===== src/rtl/psd_pkg.sv =====
package psd_pkg;
    // Prescaler base modulus; the alternate modulus is one higher.
    localparam int unsigned PRE_MOD   = 8;
    localparam int unsigned SWALLOW_W = $clog2(PRE_MOD);
    localparam int unsigned MAIN_W    = 11;
    localparam int unsigned WORD_W    = MAIN_W + SWALLOW_W;
    // Smallest ratio reachable with every integer above it.
    localparam int unsigned MIN_RATIO = PRE_MOD * (PRE_MOD - 1);
    localparam int unsigned PULSE_LEN = PRE_MOD;
endpackage


===== src/rtl/psd_ratio_check.sv =====
module psd_ratio_check
    import psd_pkg::*;
#(
    parameter int unsigned MOD = PRE_MOD,
    parameter int unsigned AW  = SWALLOW_W,
    parameter int unsigned MW  = MAIN_W
) (
    input  logic [MW+AW-1:0] word,
    output logic [MW-1:0]    main_val,
    output logic [AW-1:0]    swallow_val,
    output logic             bad
);
    localparam int unsigned WW     = MW + AW;
    localparam int unsigned LOWEST = MOD * (MOD - 1);

    logic [WW:0] ratio;
    logic        too_small;
    logic        short_main;

    always_comb begin
        main_val    = word[WW-1:AW];
        swallow_val = word[AW-1:0];
        ratio       = (WW+1)'(main_val) * (WW+1)'(MOD) + (WW+1)'(swallow_val);
        too_small   = ratio < (WW+1)'(LOWEST);
        short_main  = main_val < MW'(swallow_val);
        bad         = too_small | short_main;
    end
endmodule


===== src/rtl/psd_prescaler.sv =====
module psd_prescaler
    import psd_pkg::*;
#(
    parameter int unsigned MOD = PRE_MOD
) (
    input  logic clk,
    input  logic rst,
    input  logic run,
    input  logic clear,
    input  logic swallow,
    output logic wrap
);
    localparam int unsigned CW = $clog2(MOD + 1);

    typedef struct packed {
        logic [CW-1:0] cnt;
    } pre_t;

    pre_t          pre_d, pre_q;
    logic [CW-1:0] last_val;

    always_comb begin
        last_val = swallow ? CW'(MOD) : CW'(MOD - 1);
        wrap     = run && (pre_q.cnt == last_val);
        pre_d    = pre_q;
        if (clear || wrap) begin
            pre_d.cnt = '0;
        end else begin
            pre_d.cnt = pre_q.cnt + CW'(1);
        end
    end

    always_ff @(posedge clk) begin
        if (rst) begin
            pre_q <= '0;
        end else begin
            pre_q <= pre_d;
        end
    end
endmodule


===== src/rtl/psd_swallow_ctr.sv =====
module psd_swallow_ctr
    import psd_pkg::*;
#(
    parameter int unsigned AW = SWALLOW_W,
    parameter int unsigned MW = MAIN_W
) (
    input  logic          clk,
    input  logic          rst,
    input  logic          bad,
    input  logic          wrap,
    input  logic [MW-1:0] main_val,
    input  logic [AW-1:0] swallow_val,
    output logic          run,
    output logic          swallow,
    output logic          load,
    output logic          fire
);
    typedef struct packed {
        logic          run;
        logic [MW-1:0] m;
        logic [AW-1:0] a;
    } sw_t;

    sw_t  sw_d, sw_q;
    logic last;

    always_comb begin
        last = sw_q.run && wrap && (sw_q.m == MW'(1));
        load = !bad && (!sw_q.run || last);
        fire = load && sw_q.run;
        sw_d = sw_q;
        if (bad) begin
            sw_d = '0;
        end else if (load) begin
            sw_d.run = 1'b1;
            sw_d.m   = main_val;
            sw_d.a   = swallow_val;
        end else if (wrap) begin
            sw_d.m = sw_q.m - MW'(1);
            if (sw_q.a != '0) begin
                sw_d.a = sw_q.a - AW'(1);
            end
        end
        run     = sw_q.run;
        swallow = (sw_q.a != '0);
    end

    always_ff @(posedge clk) begin
        if (rst) begin
            sw_q <= '0;
        end else begin
            sw_q <= sw_d;
        end
    end
endmodule


===== src/rtl/psd_pulse_gen.sv =====
module psd_pulse_gen
    import psd_pkg::*;
#(
    parameter int unsigned LEN = PULSE_LEN
) (
    input  logic clk,
    input  logic rst,
    input  logic kill,
    input  logic fire,
    output logic pulse
);
    localparam int unsigned LW = (LEN > 1) ? $clog2(LEN) : 1;

    typedef struct packed {
        logic          on;
        logic [LW-1:0] left;
    } pg_t;

    pg_t pg_d, pg_q;

    always_comb begin
        pg_d = pg_q;
        if (kill) begin
            pg_d = '0;
        end else if (fire) begin
            pg_d.on   = 1'b1;
            pg_d.left = LW'(LEN - 1);
        end else if (pg_q.left != '0) begin
            pg_d.left = pg_q.left - LW'(1);
        end else begin
            pg_d.on = 1'b0;
        end
        pulse = pg_q.on;
    end

    always_ff @(posedge clk) begin
        if (rst) begin
            pg_q <= '0;
        end else begin
            pg_q <= pg_d;
        end
    end
endmodule


===== src/rtl/pswallow_div.sv =====
module pswallow_div
    import psd_pkg::*;
(
    input  logic              clk,
    input  logic              rst,
    input  logic [WORD_W-1:0] ratio_word,
    output logic              pulse_out,
    output logic              ratio_bad
);
    logic [MAIN_W-1:0]    main_val;
    logic [SWALLOW_W-1:0] swallow_val;
    logic                 bad;
    logic                 run;
    logic                 swallow;
    logic                 load;
    logic                 fire;
    logic                 wrap;
    logic                 pre_clear;

    psd_ratio_check #(
        .MOD (PRE_MOD),
        .AW  (SWALLOW_W),
        .MW  (MAIN_W)
    ) u_check (
        .word        (ratio_word),
        .main_val    (main_val),
        .swallow_val (swallow_val),
        .bad         (bad)
    );

    psd_swallow_ctr #(
        .AW (SWALLOW_W),
        .MW (MAIN_W)
    ) u_ctr (
        .clk         (clk),
        .rst         (rst),
        .bad         (bad),
        .wrap        (wrap),
        .main_val    (main_val),
        .swallow_val (swallow_val),
        .run         (run),
        .swallow     (swallow),
        .load        (load),
        .fire        (fire)
    );

    assign pre_clear = bad || load || !run;

    psd_prescaler #(
        .MOD (PRE_MOD)
    ) u_pre (
        .clk     (clk),
        .rst     (rst),
        .run     (run),
        .clear   (pre_clear),
        .swallow (swallow),
        .wrap    (wrap)
    );

    psd_pulse_gen #(
        .LEN (PULSE_LEN)
    ) u_pulse (
        .clk   (clk),
        .rst   (rst),
        .kill  (bad),
        .fire  (fire),
        .pulse (pulse_out)
    );

    assign ratio_bad = bad;
endmodule


===== config.mk =====
export PLATFORM = sky130hd
export DESIGN_NAME = pswallow_div
export DESIGN_NICKNAME = d
export VERILOG_FILES = /design/src/rtl/psd_pkg.sv /design/src/rtl/psd_ratio_check.sv /design/src/rtl/psd_prescaler.sv /design/src/rtl/psd_swallow_ctr.sv /design/src/rtl/psd_pulse_gen.sv /design/src/rtl/pswallow_div.sv
export SDC_FILE = /design/constraint.sdc
export NUM_CORES = 1
export LEC_CHECK = 0
export ABC_AREA = 1
export ABC_CLOCK_PERIOD_IN_PS = 2100
export CAP_MARGIN = 30
export CELL_PAD_IN_SITES_DETAIL_PLACEMENT = 1
export CELL_PAD_IN_SITES_GLOBAL_PLACEMENT = 1
export CORE_UTILIZATION = 44
export CTS_CLUSTER_DIAMETER = 120
export CTS_CLUSTER_SIZE = 14
export DETAILED_ROUTE_END_ITERATION = 7
export DONT_BUFFER_PORTS = 1
export GPL_ROUTABILITY_DRIVEN = 0
export PLACE_DENSITY = 0.88
export SYNTH_ARGS = -nofsm -noshare
export SYNTH_HDL_FRONTEND = slang
export SYNTH_SLANG_ARGS = --single-unit

===== constraint.sdc =====
create_clock -name clk -period 2.1 [get_ports clk]
set_clock_uncertainty 0.05 [all_clocks]
set_input_delay 0.42 -clock clk [delete_from_list [all_inputs] [get_ports clk]]
set_output_delay 0.42 -clock clk [all_outputs]
set_load 0.05 [all_outputs]

==> out/qor_table.md <==
| Step | Parameter | Value |
| --- | --- | --- |
| run status | Outcome | finished, final reports clean |
| critical path | Series of cell instances along the critical path | inv_1 > ha_1 > ha_1 > nor2_1 > nand3_2 > nand3_1 > buf_4 > nand4_1 > nand3_1 > nand2_1 > inv_1 |
| floorplan | Placeable core area | 3390 sq um |
| global route | Wire length of the first global-routing pass | 6.33 mm |
| pwr | Seq pwr share | 0.475 |
| logic synthesis | Post-synthesis instance total | 244 |
| logic synthesis | Synth Register Bits | 23 |
| floorplan | Overall die width | 62.0 microns |
| critical path | Crit end category | register |
| timing | Final period util | 0.926 |
| pwr | Share of total power consumed by net switching | 0.361 |
| routing | Per-cell via count in the routed design | 5.13 |
| floorplan | # IOs | 18 |
| timing | Transition at the pin with the smallest max-transition slack | 504 ps |
| critical path | Family with the most delay on the worst path | simple AND/OR/NAND/NOR gates |
| timing | Final setup fails | 0 |
| pwr | Clock group share of total power | 0.203 |
| timing | RSZ-0062 raised after global routing | no |
| finish | ANT cells | 0 |
| critical path | Critical Setup Path Class | reg2reg |
| global route | Overall track demand over capacity in global routing | 0.227 |
| routing | 1st-iter DRT viols | 38 |
| timing | Hold violation count in the final report | 0 |
| pwr | Portion of total power attributed to combinational logic | 0.322 |
| finish | Share of post-route cells with drive strength above 1 | 0.124 |
| routing | Via count | 1524 |
| critical path | Worst setup SP type | register |
| clocking | Clk sink count | 23 |
| clocking | H-tree levels | 1 |
| critical path | Maximum fanout along the worst path | 10 |
| pwr | Static Leakage | 0.850 nW |
| critical path | Crit path required time | 2330 ps |
| run | Number of violations of the max-capacitance limit | 0 |
| routing | Routed length per placed instance | 13.6 microns |
| clocking | Number of buffers on the longest clock path | 2 |
| pwr | Overall Power | 1.08 mW |
| clocking | Clock slew at reported path FFs | 130 ps |
| logic synthesis | Syn_area_per_cell | 6.48 sq um |
| routing | Antenna violation net count after detailed routing | 0 |
| critical path | Cell count of the worst reg-to-reg path | 11 |
| pwr | Power spent charging and discharging nets | 0.391 mW |
| logic synthesis | Proportion of synthesized chip area in sequential cells | 0.291 |
| global route | Antenna violations before repair | 0 |
| critical path | Instance count on the critical path | 11 |
| global route | Vias in the first global route | 1455 |
| timing | Highest Clock Rate | 514 MHz |
| critical path | CP peak stage delay | 350 ps |
| pwr | Ratio of total power to cell area | 631 nW/um^2 |
| clocking | Hold Buf Count CTS | 0 |
| logic synthesis | Netlist area before placement | 1580 sq um |
| timing | Worst relative slew slack | 0.664 |
| critical path | Arr. time, crit path | 2180 ps |
| pwr | Max VDD drop | 0.408 mV |
| floorplan | Standard-cell rows | 21 |
| place | Count of input and output buffers | 0 |
| routing | Post-detailed-routing wire length | 4.05 mm |
| timing | Setup TNS after final layout | 0 ps |
| global route | Maximum number of pins on one net before global-route repair | 15 |
| logic synthesis | Number of warnings issued by yosys | 0 |
| global route | Grt ovf | 0 |
| pwr | Internal Pwr Total | 0.692 mW |
| routing | Number of detailed-routing iterations run before antenna repair | 4 |
| floorplan | Vertical extent of the die | 62.0 microns |
| min path | Path class of the lowest-slack min-delay path | in2reg |
| timing | Total count of max-transition violations in the final report | 0 |
| logic synthesis | Number of library cell types mapped by synthesis | 27 |
| floorplan | Total Die Area | 3840 sq um |
| clocking | Number of buffers created by CTS | 3 |
| critical path | Critical path capture point | u_ctr.sw_q[10] |
| floorplan | Starting utilization of the core area | 0.467 |
| finish | Post-layout net count | 277 |
| clocking | Clock latency on the worst-skew pair | 320 ps |
| critical path | Setup slack, reg-to-reg | 150 ps |
| critical path | Cell type of the slowest stage on the worst timing path | sky130_fd_sc_hd__dfxtp_1 |
| place | Final HPWL from detailed placement | 3.25 mm |
| critical path | Capture instance of the worst register-to-register path | u_ctr.sw_q[10] |
| critical path | Launching element of the worst setup path | u_ctr.sw_q[0] |
| clocking | Clock tree from TritonCTS | done |
| logic synthesis | Syn nets | 269 |
| critical path | Buffering stage count on the worst path with inverters included | 3 |
| critical path | Worst r2r src | u_ctr.sw_q[0] |
| clocking | Cell at the root of the clock tree | sky130_fd_sc_hd__clkbuf_4 |
| routing | DRC violations left | 0 |
| finish | Area growth from synthesis to layout | 8.47% |
| timing | Final period demand of the worst path | 1950 ps |
-- metal layers --
metal | track usage | routed length, microns | vias up
met5 | 0 | 0 | -
met4 | 0.0571 | 46 | 0
met3 | 0.0559 | 171 | 5
met2 | 0.416 | 2060 | 31
met1 | 0.261 | 1770 | 705
li1 | - | - | 783
-- power groups by stage --
stage          Clock (mW)  Sequential [mW]  Combinational, mW
5_1_grt             0.238            0.519              0.417
3_3_place_gp            0            0.521              0.333
6_report            0.220            0.514              0.349
2_1_floorplan           0            0.515              0.283
3_5_place_dp            0            0.524              0.349
4_1_cts             0.225            0.514              0.351
-- cells by family (layout without fill, tap and decap cells) --
group	Yosys count	in the layout	synth area share
buffers and inverters	43	50	0.109
AOI/OAI and AO/OA	25	25	0.0981
adders and majority gates	9	9	0.0712
DFF	23	23	0.291
and+or+nand+nor	139	139	0.403
xor gates and xnor gates	5	5	0.0277
-- state kept, by name, indices dropped and copies added, names as in the netlist --
name	count
u_ctr.run	1
u_ctr.sw_q	14
u_pre.pre_q	4
u_pulse.pg_q	3
u_pulse.pulse	1
-- final cells by class --
type	instances	area, sq um
clock buffers	4	26.3
fillers	466	1670
inverters	38	143
multi-input cells	178	956
flip-flops and latches	23	460
well taps	46	57.6
repair buffers	8	72.6
-- worst min-delay path by stage --
stage	start	endpoint	slack, ps	cells past startpoint
final	ratio_word[3]	u_ctr.sw_q[3]	180	2
after global routing	ratio_word[3]	u_ctr.sw_q[3]	170	2
after CTS	ratio_word[3]	u_ctr.sw_q[3]	180	2
after detailed placement	u_pre.pre_q[0]	u_pre.pre_q[0]	410	1
after global placement	u_pre.pre_q[0]	u_pre.pre_q[0]	390	1
after floorplan	u_pre.pre_q[0]	u_pre.pre_q[0]	380	1
-- worst register-to-register path, delay by kind of cell (launching register included) --
kind / cells / cell delay (ps)
fa+ha+maj: 2 / 430
buf+inv: 3 / 300
flops: 1 / 350
simple gates: 6 / 760
-- Yosys cell counts, drive strengths merged --
cell	n	area share
xnor2	3	0.017
nand3b	1	0.0047
inv	38	0.090
ha	9	0.071
clkbuf	1	0.0024
nand2	62	0.15
xor2	2	0.011
buf	4	0.017
nand4	12	0.047
a21oi	12	0.047
or2	1	0.0040
dfxtp	23	0.29
o21ai	13	0.051
nor2	41	0.11
and3	1	0.0040
nand3	21	0.076
-- placed cells by master (no fill, tap or decap), types with 2 or more instances in the layout --
cell                       instances
sky130_fd_sc_hd__o21ai_1           2
sky130_fd_sc_hd__nand2_2           3
sky130_fd_sc_hd__inv_2             4
sky130_fd_sc_hd__nand3_2           2
sky130_fd_sc_hd__xor2_1            2
sky130_fd_sc_hd__nand2_1          59
sky130_fd_sc_hd__nor2_2            2
sky130_fd_sc_hd__inv_1            34
sky130_fd_sc_hd__nor2_1           36
sky130_fd_sc_hd__clkbuf_4          3
sky130_fd_sc_hd__buf_4             7
sky130_fd_sc_hd__ha_1              9
sky130_fd_sc_hd__o21ai_0           9
sky130_fd_sc_hd__dfxtp_1          23
sky130_fd_sc_hd__nand4_1          12
sky130_fd_sc_hd__a21oi_1          10
sky130_fd_sc_hd__nand3_1          18
sky130_fd_sc_hd__nor2_4            3
sky130_fd_sc_hd__xnor2_1           3
-- stage by stage --
stage          hold slack [ps]  setup slack [ps]  area, sq um  utilization  instances
6_report                   177               155         1720        0.506        297
5_1_grt                    168              4.41         1720        0.506        297
4_1_cts                    182              64.0         1690        0.499        295
3_5_place_dp               410              91.8         1670        0.492        291
3_3_place_gp               395               120         1670        0.492        291
2_1_floorplan              380               301         1580            -        244
-- timing repair --
action,CTS,global route
setup buffers,0,2
gates resized for setup,0,1
endpoints found under the setup margin,0,8
(Power assumes the default switching activity.)
